## src/rtl/bbpll_pkg.sv

```systemverilog
package bbpll_pkg;
  typedef enum logic [1:0] {
    CFG_NOMINAL = 2'd0,
    CFG_STEP    = 2'd1,
    CFG_SPAN    = 2'd2,
    CFG_CTRL    = 2'd3
  } cfg_sel_e;

  typedef enum logic {
    DIR_UP   = 1'b0,
    DIR_DOWN = 1'b1
  } dir_e;
endpackage

```

## src/rtl/bbpll_sync.sv

```systemverilog
module bbpll_sync #(
  parameter int STAGES = 2
) (
  input  logic clk,
  input  logic rst_n,
  input  logic d,
  output logic q
);
  logic [STAGES-1:0] chain_q;

  always_ff @(posedge clk or negedge rst_n) begin
    if (!rst_n) chain_q <= '0;
    else        chain_q <= {chain_q[STAGES-2:0], d};
  end

  assign q = chain_q[STAGES-1];
endmodule

```

## src/rtl/bbpll_cfg.sv

```systemverilog
module bbpll_cfg #(
  parameter int FW       = 12,
  parameter int SHW      = 4,
  parameter int NOM_RST  = 1000,
  parameter int STEP_RST = 1,
  parameter int SPAN_RST = 2
) (
  input  logic          clk,
  input  logic          rst_n,
  input  logic          cfg_we,
  input  logic [1:0]    cfg_addr,
  input  logic [FW-1:0] cfg_wdata,
  output logic [FW-1:0] lower,
  output logic [FW-1:0] upper,
  output logic [FW-1:0] step,
  output logic          lim_en
);
  import bbpll_pkg::*;

  localparam logic [FW-1:0] WORD_MAX = '1;

  // floor of the window: nominal minus a power-of-two fraction of itself
  function automatic logic [FW-1:0] floor_of(input logic [FW-1:0] nom,
                                              input logic [SHW-1:0] sh);
    return nom - (nom >> sh);
  endfunction

  // ceiling of the window, saturated at the largest word
  function automatic logic [FW-1:0] ceil_of(input logic [FW-1:0] nom,
                                             input logic [SHW-1:0] sh);
    logic [FW:0] s;
    s = {1'b0, nom} + {1'b0, (nom >> sh)};
    return s[FW] ? WORD_MAX : s[FW-1:0];
  endfunction

  logic [FW-1:0]  nom_q;
  logic [FW-1:0]  step_q;
  logic [SHW-1:0] span_q;
  logic           en_q;
  cfg_sel_e       sel;

  assign sel = cfg_sel_e'(cfg_addr);

  always_ff @(posedge clk or negedge rst_n) begin
    if (!rst_n) begin
      nom_q  <= FW'(NOM_RST);
      step_q <= FW'(STEP_RST);
      span_q <= SHW'(SPAN_RST);
      en_q   <= 1'b1;
    end else if (cfg_we) begin
      case (sel)
        CFG_NOMINAL: nom_q  <= cfg_wdata;
        CFG_STEP:    step_q <= cfg_wdata;
        CFG_SPAN:    span_q <= cfg_wdata[SHW-1:0];
        CFG_CTRL:    en_q   <= cfg_wdata[0];
        default:     ;
      endcase
    end
  end

  assign lower  = floor_of(nom_q, span_q);
  assign upper  = ceil_of(nom_q, span_q);
  assign step   = step_q;
  assign lim_en = en_q;
endmodule

```

## src/rtl/bbpll_steer.sv

```systemverilog
module bbpll_steer #(
  parameter int FW = 12
) (
  input  logic          clk,
  input  logic          rst_n,
  input  logic          zc_s,
  input  logic          qd_s,
  input  logic          lim_en,
  input  logic [FW-1:0] lower,
  input  logic [FW-1:0] upper,
  input  logic [FW-1:0] step,
  output logic [FW-1:0] freq_q,
  output logic          pd_q,
  output logic          below_q,
  output logic          above_q
);
  import bbpll_pkg::*;

  // named internal events, visible to the assertions below
  logic          force_up;
  logic          force_dn;
  dir_e          dir;
  logic [FW:0]   sum_w;
  logic [FW:0]   dif_w;
  logic          hit_hi;
  logic          hit_lo;
  logic [FW-1:0] up_val;
  logic [FW-1:0] dn_val;
  logic [FW-1:0] freq_d;

  assign force_up = lim_en & below_q;
  assign force_dn = lim_en & above_q & ~below_q;

  always_comb begin
    if (force_up)      dir = DIR_UP;
    else if (force_dn) dir = DIR_DOWN;
    else               dir = pd_q ? DIR_DOWN : DIR_UP;
  end

  assign sum_w  = {1'b0, freq_q} + {1'b0, step};
  assign dif_w  = {1'b0, freq_q} - {1'b0, step};
  assign hit_hi = lim_en && (sum_w > {1'b0, upper});
  assign hit_lo = lim_en && (dif_w[FW] || (dif_w[FW-1:0] < lower));
  // a clamp never moves the word the wrong way, and never wraps it
  assign up_val = hit_hi ? ((freq_q > upper) ? freq_q : upper) : sum_w[FW-1:0];
  assign dn_val = hit_lo ? ((freq_q < lower) ? freq_q : lower) : dif_w[FW-1:0];
  assign freq_d = (dir == DIR_UP) ? up_val : dn_val;

  always_ff @(posedge clk or negedge rst_n) begin
    if (!rst_n) begin
      freq_q  <= '0;
      pd_q    <= 1'b0;
      below_q <= 1'b1;
      above_q <= 1'b0;
    end else begin
      pd_q    <= zc_s ^ qd_s;
      below_q <= freq_q < lower;
      above_q <= freq_q >= upper;
      freq_q  <= freq_d;
    end
  end

  // once at or above the floor the word stays there
  a_r5_floor_holds: assert property (@(posedge clk) disable iff (!rst_n)
    (lim_en && freq_q >= lower) |=> (freq_q >= $past(lower)));

  // once at or below the ceiling the word stays there
  a_r4_ceiling_holds: assert property (@(posedge clk) disable iff (!rst_n)
    (lim_en && freq_q <= upper) |=> (freq_q <= $past(upper)));

  // the below-floor flag never lets the word fall
  a_r3_forced_rise: assert property (@(posedge clk) disable iff (!rst_n)
    (lim_en && below_q) |=> (freq_q >= $past(freq_q)));

  // the above-ceiling flag never lets the word rise
  a_r4_forced_fall: assert property (@(posedge clk) disable iff (!rst_n)
    (lim_en && above_q && !below_q) |=> (freq_q <= $past(freq_q)));

  // with the window off and a nonzero step the word always moves
  a_r2_always_moves: assert property (@(posedge clk) disable iff (!rst_n)
    (!lim_en && step != '0) |=> (freq_q != $past(freq_q)));
endmodule

```

## src/rtl/bbpll_nco.sv

```systemverilog
module bbpll_nco #(
  parameter int FW = 12,
  parameter int PW = 16
) (
  input  logic          clk,
  input  logic          rst_n,
  input  logic [FW-1:0] freq,
  output logic          drive
);
  logic [PW-1:0] acc_q;
  logic [PW-1:0] inc_w;

  generate
    if (PW > FW) begin : g_pad
      assign inc_w = {{(PW-FW){1'b0}}, freq};
    end else begin : g_flat
      assign inc_w = freq;
    end
  endgenerate

  always_ff @(posedge clk or negedge rst_n) begin
    if (!rst_n) acc_q <= '0;
    else        acc_q <= acc_q + inc_w;
  end

  assign drive = acc_q[PW-1];

  // the drive bit can only change while the word is nonzero
  a_r8_idle_drive: assert property (@(posedge clk) disable iff (!rst_n)
    (freq == '0) |=> $stable(drive));
endmodule

```

## src/rtl/bbpll_core.sv

```systemverilog
module bbpll_core #(
  parameter int FW       = 12,
  parameter int PW       = 16,
  parameter int SHW      = 4,
  parameter int SYNC_N   = 2,
  parameter int NOM_RST  = 1000,
  parameter int STEP_RST = 1,
  parameter int SPAN_RST = 2
) (
  input  logic          clk,
  input  logic          rst_n,
  input  logic          cfg_we,
  input  logic [1:0]    cfg_addr,
  input  logic [FW-1:0] cfg_wdata,
  input  logic          zc_in,
  input  logic          quad_in,
  output logic          drive_out,
  output logic [FW-1:0] freq_word,
  output logic          in_range
);
  localparam int NIN = 2;

  logic [NIN-1:0] raw_in;
  logic [NIN-1:0] sync_in;
  logic [FW-1:0]  lower, upper, step;
  logic           lim_en;
  logic [FW-1:0]  freq;
  logic           pd, below, above;

  assign raw_in = {quad_in, zc_in};

  generate
    for (genvar i = 0; i < NIN; i++) begin : g_sync
      bbpll_sync #(.STAGES(SYNC_N)) u_sync (
        .clk(clk), .rst_n(rst_n), .d(raw_in[i]), .q(sync_in[i]));
    end
  endgenerate

  bbpll_cfg #(.FW(FW), .SHW(SHW), .NOM_RST(NOM_RST),
              .STEP_RST(STEP_RST), .SPAN_RST(SPAN_RST)) u_cfg (
    .clk(clk), .rst_n(rst_n), .cfg_we(cfg_we), .cfg_addr(cfg_addr),
    .cfg_wdata(cfg_wdata), .lower(lower), .upper(upper), .step(step),
    .lim_en(lim_en));

  bbpll_steer #(.FW(FW)) u_steer (
    .clk(clk), .rst_n(rst_n), .zc_s(sync_in[0]), .qd_s(sync_in[1]),
    .lim_en(lim_en), .lower(lower), .upper(upper), .step(step),
    .freq_q(freq), .pd_q(pd), .below_q(below), .above_q(above));

  bbpll_nco #(.FW(FW), .PW(PW)) u_nco (
    .clk(clk), .rst_n(rst_n), .freq(freq), .drive(drive_out));

  assign freq_word = freq;
  assign in_range  = (freq > lower) && (freq < upper);

  // the flag never claims range while the word sits on a limit
  a_r9_edge_out: assert property (@(posedge clk) disable iff (!rst_n)
    (freq == lower || freq == upper) |-> !in_range);

  // the below-floor flag is set during the first clock after reset
  a_r1_start_low: assert property (@(posedge clk) disable iff (!rst_n)
    ($past(!rst_n) && lower != '0) |-> below);

  // the registered error follows the synchronized inputs
  a_r2_pd_tracks: assert property (@(posedge clk) disable iff (!rst_n)
    (sync_in[0] == sync_in[1]) |=> !pd);
endmodule

```

## config.mk

```make
export PLATFORM = sky130hd
export DESIGN_NAME = bbpll_core
export DESIGN_NICKNAME = d
export VERILOG_FILES = /design/src/rtl/bbpll_pkg.sv /design/src/rtl/bbpll_sync.sv /design/src/rtl/bbpll_cfg.sv /design/src/rtl/bbpll_steer.sv /design/src/rtl/bbpll_nco.sv /design/src/rtl/bbpll_core.sv
export SDC_FILE = /design/constraint.sdc
export NUM_CORES = 1
export LEC_CHECK = 0
export BUFFER_PORTS_ARGS = -buffer_cell sky130_fd_sc_hd__buf_2
export CORE_AREA = 2 2 112 168
export CTS_CLUSTER_SIZE = 14
export DETAILED_ROUTE_END_ITERATION = 10
export DIE_AREA = 0 0 114 170
export PLACE_DENSITY = 0.56
export SLEW_MARGIN = 20
export SYNTH_ARGS = -nofsm -noshare
export SYNTH_HDL_FRONTEND = slang
export SYNTH_SLANG_ARGS = --single-unit
```

## constraint.sdc

```tcl
create_clock -name clk -period 11.88 [get_ports clk]
set_input_delay 2.376 -clock clk [delete_from_list [all_inputs] [get_ports clk]]
set_output_delay 2.376 -clock clk [all_outputs]
set_load 0.03 [all_outputs]
```

After elaboration in Yosys (flattened, before gate mapping)
Index checks and enable logic that the tools add are counted.
{ "totals": {"out_inout_bits": 14, "wordCells": 53, "reg_bits": 64} }
{ "op_classes": {"shift": 1, "bitwise": 5, "n_reduce_logical": 10, "addsub": 5, "order_cmp": 7, "mux": 9, "n_eq_ne": 5} }
{ "op_table": {"columns": ["operator", "count"], "rows": [
  ["12-bit 2-to-1 mux", 6],
  ["12-bit less-than comparator", 3],
  ["12-bit by 12-bit adder with 13-bit output", 2],
  ["12-bit greater-than comparator", 2],
  ["16-bit by 12-bit adder with 16-bit output", 1],
  ["13-bit by 12-bit greater-than comparator with 1-bit output", 1],
  ["12-bit by 12-bit subtractor with 13-bit output", 1],
  ["12-bit >= comparator", 1],
  ["12-bit by 4-bit >> shifter with 12-bit output", 1],
  ["12-bit subtractor", 1],
  ["2-bit AND reduction", 5],
  ["2-bit == test (second input constant)", 2],
  ["1-bit bitwise AND", 3],
  ["1-bit logical AND", 3],
  ["1-bit 2-to-1 mux", 3],
  ["3-bit by 2-bit != test with 1-bit output (second input constant)", 1],
  ["3-bit != test (second input constant)", 1],
  ["2-bit by 1-bit == test with 1-bit output (second input constant)", 1],
  ["2-bit zero test", 1],
  ["1-bit logical OR", 1],
  ["1-bit inverter", 1],
  ["1-bit XOR", 1]
]} }

Depth between registers and ports, before layout
Gate-level depths: netlist of the first run.
{ "logic_depth": {"depth_word": 7, "depth_mapped": 29, "mapped_depth_nobuf": 26} }

Hierarchy
A second synthesis of the first run with hierarchy kept.
{ "unflattened": {"hier_cells": 906, "area_unflattened_um2": 7847.5} }
{ "modules_own_cells": {"columns": ["mod", "cells_each", "instances", "seq_area_each_um2", "area_per_inst_um2"], "rows": [
  ["bbpll_steer", 398, 1, 376.6, 3205.6],
  ["bbpll_cfg", 305, 1, 737.0, 2777.7],
  ["bbpll_nco", 120, 1, 400.4, 1191.1],
  ["bbpll_core", 79, 1, 0.0, 573.0],
  ["bbpll_sync", 2, 2, 50.0, 50.0]
]} }

Worst setup path before layout of the first run
Ideal clock, no wire load.
{ "synth_path": {"path_type": "reg2out", "from": "register u_cfg.span_q[1]", "to": "output port in_range", "arrival_time_ns": 5.554, "path_buffers": 4, "stages_incl_launch_ff": 23, "path_slack_ns": 3.950, "cell_sequence": "dfstp_2 -> clkbuf_1 -> buf_1 -> mux2i_1 -> nand2_1 -> nand2_1 -> mux2_2 -> or2_2 -> ha_1 -> nor2b_1 -> or4_4 -> o211ai_1 -> nand2_1 -> clkbuf_1 -> clkbuf_1 -> nor2_1 -> ha_1 -> nor2b_1 -> o221ai_1 -> nand2_1 -> a22o_1 -> a221oi_2 -> nor3b_1"} }
{ "synth_between": {"elab_chain_len": 5} }
{ "synth_lines": {"columns": ["element", "line_no", "text"], "rows": [
  ["start: declaration", "bbpll_cfg.sv:38", "logic [SHW-1:0] span_q;"],
  ["start signal: assignment", "bbpll_cfg.sv:48", "span_q <= SHW'(SPAN_RST);"],
  ["start signal: assignment", "bbpll_cfg.sv:54", "CFG_SPAN: span_q <= cfg_wdata[SHW-1:0];"],
  ["12-bit by 4-bit >> shifter with 12-bit output (*)", "bbpll_cfg.sv:25, bbpll_cfg.sv:32", null],
  ["12-bit by 12-bit adder with 13-bit output", "bbpll_cfg.sv:32", "s = {1'b0, nom} + {1'b0, (nom >> sh)};"],
  ["12-bit 2-to-1 mux", "bbpll_cfg.sv:33", "return s[FW] ? WORD_MAX : s[FW-1:0];"],
  ["12-bit less-than comparator", "bbpll_core.sv:54", "assign in_range = (freq > lower) && (freq < upper);"],
  ["1-bit logical AND (*)", "bbpll_core.sv:54", null],
  ["end: declaration", "bbpll_core.sv:19", "output logic in_range"]
]} }
Every way passes the cells marked *; elsewhere a longest branch is shown, timed or not.

Final worst setup path of the first run
Ends and elaborated chain as after synthesis.

==> run_results.csv, run 1 <==
group,metric,value,unit
outcome,outcome,"finished, final reports clean",
worst_setup_path,crit_path_frequent_cell,"sky130_fd_sc_hd__nand2_1",
worst_setup_path,worst_reg2reg_path_endpoint,"u_steer.freq_q[1]",
layout,synthToLayoutAreaGrowth,9.24,%
worst_setup_path,critical_path.max_stage_delay,0.75,ns
drt,detail_route.wirelength.met1,7260,um
worst_setup_path,crit_path_end_kind,"output pin",
synthesis,post_synth_and_or_nand_nor_area_fraction,16.6,%
cts,cts_root_buf,"sky130_fd_sc_hd__clkbuf_16",
worst_setup_path,cp_data_required_time,9.50,ns
floorplan,core_region_area,17900,sq um
synthesis,synth_top_family_by_area,"adder cells",
grt,grt_use_total,20.4,%
worst_setup_path,arrival_time_reported_for_the_critical_path_endpoint,5.82,ns
worst_setup_path,critPathMaxFanout,21,
cts,hold_buffer_count_at_cts,0,
cts,clock_slew_at_the_register_clock_pins_of_the_worst_setup_and_hold_paths,0.06,ns
drt,routed-via-count,5689,
worst_setup_path,slack_of_the_worst_reg_to_reg_path,5.07,ns
drt,post_dr_wirelength_cell,18.5,um
cts,tritoncts,"done",
hold_path,holdPathEnd,"g_sync[0].u_sync.chain_q[1]",
floorplan,die_h,170,um
floorplan,floorplan.die_area,19400,sq um
cts,worst_skew_pair.late_latency,0.35,ns
sta,worst_pin_slew,0.915,ns
drt,wirelength,18800,um
placement,place.detailed.hpwl,15200,um
floorplan,boundaryPins,33,
synthesis,mappedNetlistArea,7040,sq um
cts,clock_sinks,64,
drt,maxUsedRoutingLayer,"met4",
sta,min_period,8.20,ns
layout,most_common_library_cell_in_the_layout_ignoring_fill_and_taps,"sky130_fd_sc_hd__ha_1",
worst_setup_path,worstSetupStartpointType,"flop",
sta,slew-limit-headroom,38.9,%
synthesis,ys_ff_latch,64,
sta,worst_clock_skew,0.0127,ns
sta,rsz_0062_raised_after_global_routing,"false",
placement,dpl_cell_area,7350,sq um
synthesis,synth.yosys.seq_area_share,22.9,%
synthesis,adder_cell_share_of_the_synthesized_area,19.5,%
cts,cts_post_setup_buffers_inserted,0,
worst_setup_path,launch_point_of_the_worst_reg_to_reg_path,"u_cfg.span_q[1]",
sta,timing.final.hold_violations,0,
layout,final_cell_mix,"95 x sky130_fd_sc_hd__ha_1, 55 x sky130_fd_sc_hd__inv_1, 54 x sky130_fd_sc_hd__dfrtp_1, 48 x sky130_fd_sc_hd__nand2_1, 46 x sky130_fd_sc_hd__xnor2_1",
sta,final.setup.tns,0,ns
worst_setup_path,worstRegToRegCells,24,
floorplan,starting_density_of_the_core,39.4,%
grt,first_global_vias,5931,
layout,antenna_cells,0,
placement,dp_slack,4.03,ns
layout,final_core_utilization,43.0,%
cts,cts_inserted_buffers,9,
worst_setup_path,cp.buffers_inverters,1,
synthesis,synth.yosys.warnings,0,
synthesis,post_synth_num_cell_types,88,
floorplan,dieWidth,114,um
synthesis,synthFlopType,"sky130_fd_sc_hd__dfrtp_1",
drt,vias_per_cell,5.60,
synthesis,synthArstFlopShare,100,%
flow_run,max-cap-violations,0,
synthesis,synth-compound-area-share,19.3,%
grt,overflow,0,
grt,number_of_antenna_violations_at_the_first_check_in_global_routing,0,
synthesis,yosys-mux-area-fraction,8.33,%
worst_setup_path,crit_family,"simple AND/OR/NAND/NOR gates",
hold_path,min_delay_path_depth,0,
cts,htree_levels,3,
sta,period_share,69.0,%
cts,post_cts_resized,0,
layout,cell_area_after_layout,7690,sq um
worst_setup_path,path_cells,"mux2i_1, nand2_1, nand2_1, mux2_2, or2_2, ha_1, nor2b_1, or4_4, o211ai_1, nand2_1, nor2_1, ha_1, nor2b_1, o221ai_1, nand2_1, a22o_1, a221oi_2, nor3b_1, buf_2",
synthesis,synthXorXnorAreaFrac,8.32,%
worst_setup_path,critPathSlowestCell,"sky130_fd_sc_hd__dfstp_2",
drt,firstDrtPassIters,4,
synthesis,synthesis.nets,896,
worst_setup_path,timing_worst_setup_path_type,"reg -> out",
sta,layout_setup_ws,3.68,ns
drt,initialDrtViolationCount,147,
layout,post_route_cells_drive_above_1_share,16.1,%
layout,nNetsFinal,913,
drt,postRouteAntennaNets,0,
sta,timing.fmax,122,MHz
drt,met3WireLength,463,um
sta,setup_viol,0,
drt,detail_route.drc_violations,0,
grt,grt_first_pass_wirelength,30700,um
drt,routed-wl-met2,10200,um
placement,number_of_port_buffers,32,
synthesis,synthesis.area_per_instance,9.06,sq um
grt,grt_max_degree,65,
synthesis,postSynthCellCount,777,
synthesis,count_of_flip_flops_with_a_built_in_enable_after_synthesis,0,
sta,final-max-slew-violation-count,0,
hold_path,worst_hold_startpoint,"g_sync[0].u_sync.chain_q[0]",
cts,clock_path_buffers,2,
hold_path,hold_path_class,"reg -> reg",
floorplan,placement_rows,60,
placement,globalplace.congestion,0.857,
## synthesized netlist by cell type (all sizes together) (5+ instances only)
| master | n | share of area [%] |
|---|---|---|
| mux2 | 33 | 5.3 |
| o22ai | 9 | 0.80 |
| mux2i | 15 | 2.4 |
| clkbuf | 15 | 0.80 |
| inv | 56 | 3.0 |
| a211o | 5 | 0.62 |
| xnor2 | 47 | 6.1 |
| nand4 | 5 | 0.44 |
| and3 | 8 | 0.71 |
| dfstp | 10 | 3.7 |
| xor2 | 15 | 1.9 |
| a21o | 22 | 2.3 |
| nor2 | 46 | 2.5 |
| fa | 5 | 1.4 |
| a221oi | 5 | 1.0 |
| a211oi | 9 | 1.2 |
| maj3 | 8 | 1.2 |
| o21bai | 9 | 0.96 |
| dfrtp | 54 | 19 |
| or2 | 7 | 0.62 |
| nand2 | 48 | 2.6 |
| nor2b | 20 | 1.8 |
| or3 | 7 | 0.62 |
| or4 | 5 | 0.59 |
| nand2b | 15 | 1.3 |
| o21ai | 34 | 2.5 |
| buf | 14 | 1.3 |
| nand3 | 19 | 1.4 |
| a21oi | 40 | 2.9 |
| ha | 95 | 17 |
| nor3 | 20 | 1.4 |
| nor4 | 7 | 0.62 |
## per-stage QoR
step                hold slack (ns)  instances
CTS                           0.353       1015
floorplan                     0.331        777
global placement              0.337        999
detailed placement            0.340        999
global route                  0.362       1016
finish                        0.350       1016
## layer usage
layer / up-vias / global-route usage, %
met5: - / 0
met4: 0 / 10.6
met3: 36 / 2.53
met2: 82 / 38.7
met1: 2726 / 21.6
li1: 2845 / -
## registers in the layout, indices dropped and copies added (netlist names), 4 cells and up
register and flops:
g_sync.u_sync.chain_q 4, u_cfg.nom_q 12, u_nco.acc_q 16, u_steer.freq_q 12
u_cfg.step 12, u_cfg.span_q 4
## worst register-to-register path, delay by kind of cell, from the launching register on
kind                     cells  cell delay, ns
AND/OR/NAND/NOR              8            1.68
multiplexers                 2            0.41
buffers and inverters        1            0.31
AO/OA/AOI/OAI                8            1.82
adder cells (fa/ha/maj)      5            1.73
flip-flops                   1            0.75
## worst max path at each step
stage	from	to	cells past startpoint	slack (ns)
after floorplan	u_cfg.span_q[1]	in_range	22	3.95
after global placement	u_cfg.span_q[1]	in_range	18	4.09
after detailed placement	u_cfg.span_q[1]	in_range	18	4.03
after CTS	u_cfg.span_q[1]	in_range	18	3.64
after global routing	u_cfg.span_q[0]	in_range	18	3.24
final	u_cfg.span_q[1]	in_range	19	3.68
## cells by family (layout without fill, tap and decap cells)
| group | after synthesis | count (layout) |
|---|---|---|
| multiplexers | 50 | 50 |
| AO/OA/AOI/OAI | 184 | 184 |
| AND/OR/NAND/NOR | 223 | 223 |
| adder cells (fa/ha/maj) | 108 | 108 |
| XOR/XNOR | 63 | 63 |
| buffers and inverters | 85 | 107 |
| flip-flops | 64 | 64 |
## cell type report
class                           instances  area [sq um]
Fill cell                            1802         10200
Multi-Input combinational cell        628          5080
Timing Repair Buffer                   35           183
Tap cell                              217           272
Clock inverter                          6          92.6
Sequential cell                        64          1610
Inverter                               56           210
Clock buffer                           10           239
Power of run 1 is not shown: default switching activity piles up to over one toggle a cycle in this logic, so the estimate is an artifact.
==> inputs of run 2 (changes only) <==
- ABC_AREA: default -> 1
- CORE_AREA: 2 2 112 168 -> 2 2 115 172
- DIE_AREA: 0 0 114 170 -> 0 0 117 174
- PLACE_DENSITY: 0.56 -> 0.58
- clock period: 11.88 -> 6.9 ns (I/O delays scaled with it)
==> run_results.csv, run 2 <==
group,metric,value,unit
synthesis,count_of_flip_flops_with_a_built_in_enable_after_synthesis,0,
cts,clock_path_buffers,2,
synthesis,post_synth_num_cell_types,48,
sta,timing.fmax,157,MHz
worst_setup_path,critPathSlowestCell,"sky130_fd_sc_hd__dfstp_2",
worst_setup_path,crit_family,"compound AO/OA/AOI/OAI gates",
synthesis,synthFlopType,"sky130_fd_sc_hd__dfrtp_1",
worst_setup_path,crit_path_frequent_cell,"sky130_fd_sc_hd__o21ai_0",
worst_setup_path,worst_reg2reg_path_endpoint,"u_steer.freq_q[5]",
hold_path,holdPathEnd,"g_sync[0].u_sync.chain_q[1]",
layout,most_common_library_cell_in_the_layout_ignoring_fill_and_taps,"sky130_fd_sc_hd__nand2_1",
cts,cts_root_buf,"sky130_fd_sc_hd__clkbuf_16",
synthesis,netlist_top_cells_count,"327 x sky130_fd_sc_hd__nand2_1, 159 x sky130_fd_sc_hd__inv_1, 96 x sky130_fd_sc_hd__nand3_1",
sta,final-max-slew-violation-count,0,
cts,clock_slew_at_the_register_clock_pins_of_the_worst_setup_and_hold_paths,0.06,ns
sta,worst_pin_slew,0.935,ns
cts,hold_buffer_count_at_cts,0,
drt,detail_route.drc_violations,0,
worst_setup_path,path_cells,"clkinvlp_4, nand3_1, o21ai_0, o21ai_0, nand2_1, o21ai_0, inv_1, ha_1, nor2_1, nand2_1, nor2_1, nand2_1, nand3_1, a21oi_1, o21ai_1, o21ai_0, a21oi_2, ha_1, a31o_2, a21oi_1, nand3_2, a311oi_1, buf_2",
synthesis,synth_top_area_share,18.2,%
synthesis,postSynthCellCount,1130,
sta,setup_viol,0,
floorplan,boundaryPins,33,
drt,vias_per_cell,5.10,
hold_path,min_delay_path_depth,0,
floorplan,core_region_area,19000,sq um
synthesis,synthesis.nets,1249,
drt,wirelength,22300,um
worst_setup_path,cp_data_required_time,5.52,ns
outcome,outcome,"finished, final reports clean",
floorplan,placement_rows,62,
worst_setup_path,launch_point_of_the_worst_reg_to_reg_path,"u_cfg.span_q[1]",
synthesis,most_used_standard_cell_by_instance_count_after_synthesis,"sky130_fd_sc_hd__nand2_1",
drt,firstDrtPassIters,5,
layout,top_register,"u_nco.acc_q",
sta,slew-limit-headroom,36.9,%
sta,rsz_0062_raised_after_global_routing,"false",
floorplan,floorplan.die_area,20400,sq um
hold_path,worst_hold_startpoint,"g_sync[0].u_sync.chain_q[0]",
worst_setup_path,timing_worst_setup_path_type,"reg -> out",
worst_setup_path,critical_path.max_stage_delay,0.68,ns
placement,globalplace.congestion,0.928,
cts,htree_levels,3,
synthesis,yosysTopAreaCell,"sky130_fd_sc_hd__dfrtp_1",
synthesis,synthArstFlopShare,100,%
sta,worst_clock_skew,0.00772,ns
floorplan,starting_density_of_the_core,39.0,%
grt,grt_first_pass_wirelength,36100,um
worst_setup_path,critPathMaxFanout,14,
sta,timing.final.hold_violations,0,
grt,grt_max_degree,65,
synthesis,synth.yosys.warnings,0,
cts,cts_inserted_buffers,9,
cts,clock_sinks,64,
worst_setup_path,arrival_time_reported_for_the_critical_path_endpoint,4.97,ns
layout,antenna_cells,0,
placement,place.detailed.hpwl,18300,um
synthesis,mappedNetlistArea,7410,sq um
flow_run,max-cap-violations,0,
synthesis,synthesis.area_per_instance,6.56,sq um
synthesis,yosys-top-cells-area,"sky130_fd_sc_hd__dfrtp_1 18%, sky130_fd_sc_hd__nand2_1 17%, sky130_fd_sc_hd__ha_1 16%",
sta,period_share,92.1,%
drt,initialDrtViolationCount,351,
worst_setup_path,worstRegToRegCells,25,
layout,final_cell_mix,"327 x sky130_fd_sc_hd__nand2_1, 159 x sky130_fd_sc_hd__inv_1, 96 x sky130_fd_sc_hd__nand3_1, 95 x sky130_fd_sc_hd__ha_1, 78 x sky130_fd_sc_hd__nor2_1",
layout,nNetsFinal,1268,
synthesis,ys_ff_latch,64,
worst_setup_path,cp.buffers_inverters,3,
grt,overflow,0,
drt,routed-via-count,7192,
worst_setup_path,crit_path_end_kind,"output pin",
grt,first_global_vias,7016,
floorplan,dieWidth,117,um
grt,grt_use_total,23.1,%
layout,post_route_cells_drive_above_1_share,9.53,%
synthesis,synth.yosys.seq_area_share,21.8,%
cts,tritoncts,"done",
layout,largest_reg_flops,16,
grt,number_of_antenna_violations_at_the_first_check_in_global_routing,0,
hold_path,hold_path_class,"reg -> reg",
drt,post_dr_wirelength_cell,15.8,um
sta,final.setup.tns,0,ns
sta,min_period,6.35,ns
worst_setup_path,worstSetupStartpointType,"flop",
cts,worst_skew_pair.late_latency,0.35,ns
placement,number_of_port_buffers,32,
layout,synthToLayoutAreaGrowth,9.83,%
drt,postRouteAntennaNets,0,
worst_setup_path,slack_of_the_worst_reg_to_reg_path,1.13,ns
floorplan,die_h,174,um
-- run 2: changes by cell type in the layout (fill, tap and decap cells not counted), sizes merged, moves of 21 or more --
cell / previous run / this run
a21o: 22 / 1
nand3: 19 / 98
xnor2: 47 / 6
nor2: 46 / 92
o21ai: 34 / 74
mux2: 33 / 0
inv: 56 / 170
nand2: 48 / 336
-- run 2: cell families after synthesis --
| family | after synthesis | share of synthesized area [%] |
|---|---|---|
| muxes | 3 | 0.405 |
| adders and majority gates | 100 | 17.4 |
| DFF | 64 | 21.8 |
| xor gates and xnor gates | 37 | 4.37 |
| buffers and inverters | 198 | 10.5 |
| and+or+nand+nor | 560 | 32.7 |
| AOI/OAI and AO/OA | 168 | 12.8 |
-- run 2: worst max path at each step --
stage | endpoint | startpoint | cells past startpoint
after CTS | in_range | u_cfg.span_q[1] | 24
after global placement | in_range | u_cfg.span_q[0] | 26
after global routing | in_range | u_cfg.span_q[1] | 23
after floorplan | in_range | u_cfg.span_q[0] | 25
after detailed placement | in_range | u_cfg.span_q[1] | 24
final | in_range | u_cfg.span_q[1] | 23
-- run 2: cell type report --
class | count | area [sq um]
timing repair buffer | 35 | 183
clock buffer | 9 | 225
fill | 2066 | 10900
inverter | 171 | 646
multi-input combinational | 868 | 5050
sequential | 64 | 1620
tap | 256 | 320
clock inverter | 7 | 103
-- run 2: metrics by stage --
step | std cells | area, sq um | util [%] | worst slack (ns) | hold slack, ns
floorplan | 1130 | 7410 | - | 1.11 | 0.331
global placement | 1393 | 7770 | 40.9 | 0.756 | 0.332
detailed placement | 1393 | 7770 | 40.9 | 0.689 | 0.336
CTS | 1409 | 8090 | 42.6 | 0.325 | 0.351
global route | 1410 | 8140 | 42.8 | 0.0413 | 0.358
finish | 1410 | 8140 | 42.8 | 0.545 | 0.349
-- run 2: timing repair --
action	in CTS	in global routing
endpoints found under the setup margin	0	1
buffers inserted	0	1
endpoints found under the hold margin	0	0
resized for setup	0	8
-- run 2: per-layer routing --
layer / global-route usage [%] / vias to the layer above / share of wire [%]
met4: 10.7 / 0 / 4.4
li1: - / 3666 / -
met3: 2.41 / 46 / 3.1
met2: 41.2 / 147 / 51
met5: 0 / - / 0
met1: 27.1 / 3333 / 41
Power of run 2 is left out for the same reason.
==> inputs of run 3 (changes only) <==
- PLACE_DENSITY: 0.58 -> 0.56
- RECOVER_POWER: default -> 50
- clock period: 6.9 -> 6.6 ns (I/O delays scaled with it)
==> run_results.csv, run 3 (same netlist as run 2, synthesis figures left out) <==
group,metric,value,unit
hold_path,min_delay_path_depth,0,
floorplan,placement_rows,62,
layout,nNetsFinal,1274,
floorplan,dieWidth,117,um
layout,antenna_cells,0,
layout,fillers,2078,
worst_setup_path,crit_path_end_kind,"output pin",
floorplan,starting_density_of_the_core,39.0,%
outcome,failed_checks,"max-capacitance violations, max-slew violations",
placement,number_of_port_buffers,32,
cts,clock_path_buffers,2,
hold_path,hold_path_class,"reg -> reg",
grt,grt_max_degree,65,
flow_run,max-cap-violations,1,
drt,vias_per_cell,5.05,
grt,number_of_antenna_violations_at_the_first_check_in_global_routing,0,
worst_setup_path,worstRegToRegCells,27,
cts,cts_root_buf,"sky130_fd_sc_hd__clkbuf_16",
worst_setup_path,launch_point_of_the_worst_reg_to_reg_path,"u_cfg.span_q[1]",
layout,multi_input_area,5040,sq um
cts,hold_buffer_count_at_cts,0,
layout,regArea,1620,sq um
grt,first_global_vias,6891,
worst_setup_path,arrival_time_reported_for_the_critical_path_endpoint,4.82,ns
drt,post_dr_wirelength_cell,15.8,um
layout,most_common_library_cell_in_the_layout_ignoring_fill_and_taps,"sky130_fd_sc_hd__nand2_1",
drt,wirelength,22400,um
hold_path,worst_hold_startpoint,"g_sync[1].u_sync.chain_q[0]",
sta,final.setup.tns,0,ns
drt,postRouteAntennaNets,0,
worst_setup_path,cp_data_required_time,5.28,ns
worst_setup_path,slack_of_the_worst_reg_to_reg_path,1.06,ns
cts,clock_sinks,64,
sta,min_period,6.14,ns
drt,initialDrtViolationCount,375,
sta,slew-limit-headroom,-131,%
grt,overflow,0,
grt,grt_use_total,23.1,%
worst_setup_path,timing_worst_setup_path_type,"reg -> out",
cts,tritoncts,"done",
placement,globalplace.congestion,0.926,
cts,clock_slew_at_the_register_clock_pins_of_the_worst_setup_and_hold_paths,0.06,ns
sta,rsz_0062_raised_after_global_routing,"false",
layout,top_register,"u_nco.acc_q",
layout,synthToLayoutAreaGrowth,9.96,%
floorplan,floorplan.die_area,20400,sq um
sta,final-max-slew-violation-count,65,
cts,worst_skew_pair.late_latency,0.35,ns
drt,routed-via-count,7144,
worst_setup_path,critPathMaxFanout,10,
layout,final_core_utilization,42.9,%
sta,worst_clock_skew,0.00555,ns
placement,place.detailed.hpwl,18500,um
grt,grt_first_pass_wirelength,35800,um
outcome,outcome,"finished, violations left",
sta,setup_viol,0,
sta,timing.final.hold_violations,0,
sta,worst_pin_slew,3.46,ns
layout,final_cell_mix,"327 x sky130_fd_sc_hd__nand2_1, 159 x sky130_fd_sc_hd__inv_1, 96 x sky130_fd_sc_hd__nand3_1, 95 x sky130_fd_sc_hd__ha_1, 77 x sky130_fd_sc_hd__nor2_1",
cts,cts_inserted_buffers,9,
layout,post_route_cells_drive_above_1_share,9.74,%
sta,period_share,93.0,%
worst_setup_path,worst_reg2reg_path_endpoint,"u_steer.freq_q[2]",
drt,detail_route.drc_violations,0,
floorplan,core_region_area,19000,sq um
floorplan,boundaryPins,33,
hold_path,holdPathEnd,"g_sync[1].u_sync.chain_q[1]",
cts,htree_levels,3,
layout,largest_reg_flops,16,
sta,timing.fmax,163,MHz
floorplan,die_h,174,um
worst_setup_path,worstSetupStartpointType,"flop",
drt,firstDrtPassIters,5,
run 3: cell count changes in the layout (fill, tap and decap cells not counted), moves of 2 or more:
cell / before / now
sky130_fd_sc_hd__buf_4: 3 / 8
sky130_fd_sc_hd__inv_6: 2 / 0
sky130_fd_sc_hd__clkbuf_1: 0 / 3
sky130_fd_sc_hd__clkinv_2: 0 / 2
run 3: what timing repair did:
item | in CTS | in global routing
resized for setup | 0 | 9
buffers inserted | 0 | 3
hold endpoints to repair | 0 | 0
endpoints found under the setup margin | 0 | 1
run 3: area by class of cell:
| type | count | area share, % |
|---|---|---|
| Timing Repair Buffer | 41 | 2.73 |
| Tap cell | 256 | 3.93 |
| Inverter | 171 | 7.92 |
| Clock buffer | 11 | 2.98 |
| Sequential cell | 64 | 19.8 |
| Multi-Input combinational cell | 868 | 61.9 |
| Clock inverter | 5 | 0.691 |
run 3: worst max path at each step:
stage | from | endpoint | slack (ns) | cells after the start
after CTS | u_cfg.span_q[0] | in_range | 0.03 | 26
after detailed placement | u_cfg.span_q[0] | in_range | 0.42 | 26
final | u_cfg.span_q[1] | in_range | 0.46 | 26
after global placement | u_cfg.span_q[0] | in_range | 0.50 | 26
after floorplan | u_cfg.span_q[0] | in_range | 0.87 | 25
after global routing | u_cfg.span_q[1] | in_range | 0.06 | 24
run 3: per-stage QoR:
step / std cells / hold WS (ns) / area, sq um / setup WS (ns)
global placement: 1397 / 0.332 / 7800 / 0.498
detailed placement: 1397 / 0.337 / 7800 / 0.415
CTS: 1413 / 0.350 / 8100 / 0.0283
finish: 1416 / 0.347 / 8150 / 0.465
global route: 1416 / 0.352 / 8150 / 0.0573
floorplan: 1130 / 0.331 / 7410 / 0.873
run 3: metal layers:
layer	GRT usage [%]	vias to the layer above	share of wire [%]	wire, um
met5	0	-	0	0
met4	9.56	0	4.1	918
met3	2.55	48	2.9	661
met2	41.1	145	52	11600
met1	27.5	3275	41	9280
li1	-	3676	-	-
run 3: worst max-delay path, cell delays in order, from the launching register on:
cell and delay [ns]:
sky130_fd_sc_hd__dfstp_2 0.63, sky130_fd_sc_hd__clkinvlp_4 0.20, sky130_fd_sc_hd__nand3_1 0.12, sky130_fd_sc_hd__o21ai_0 0.10, sky130_fd_sc_hd__o21ai_0 0.16, sky130_fd_sc_hd__nand2_1 0.06, sky130_fd_sc_hd__o21ai_0 0.12, sky130_fd_sc_hd__inv_1 0.10
sky130_fd_sc_hd__ha_1 0.33, sky130_fd_sc_hd__a21oi_1 0.35, sky130_fd_sc_hd__o31ai_4 0.15, sky130_fd_sc_hd__nand2_1 0.10, sky130_fd_sc_hd__nand2_1 0.05, sky130_fd_sc_hd__nand2_1 0.07, sky130_fd_sc_hd__nand2_1 0.05, sky130_fd_sc_hd__a21oi_1 0.20
sky130_fd_sc_hd__xor2_2 0.15, sky130_fd_sc_hd__ha_1 0.30, sky130_fd_sc_hd__nand2_1 0.06, sky130_fd_sc_hd__inv_1 0.07, sky130_fd_sc_hd__nand3_1 0.06, sky130_fd_sc_hd__nor3_1 0.24, sky130_fd_sc_hd__nand2_1 0.08, sky130_fd_sc_hd__nand3_1 0.09
sky130_fd_sc_hd__inv_1 0.07, sky130_fd_sc_hd__a311oi_2 0.29, sky130_fd_sc_hd__buf_2 0.25
Power of run 3 is left out for the same reason.
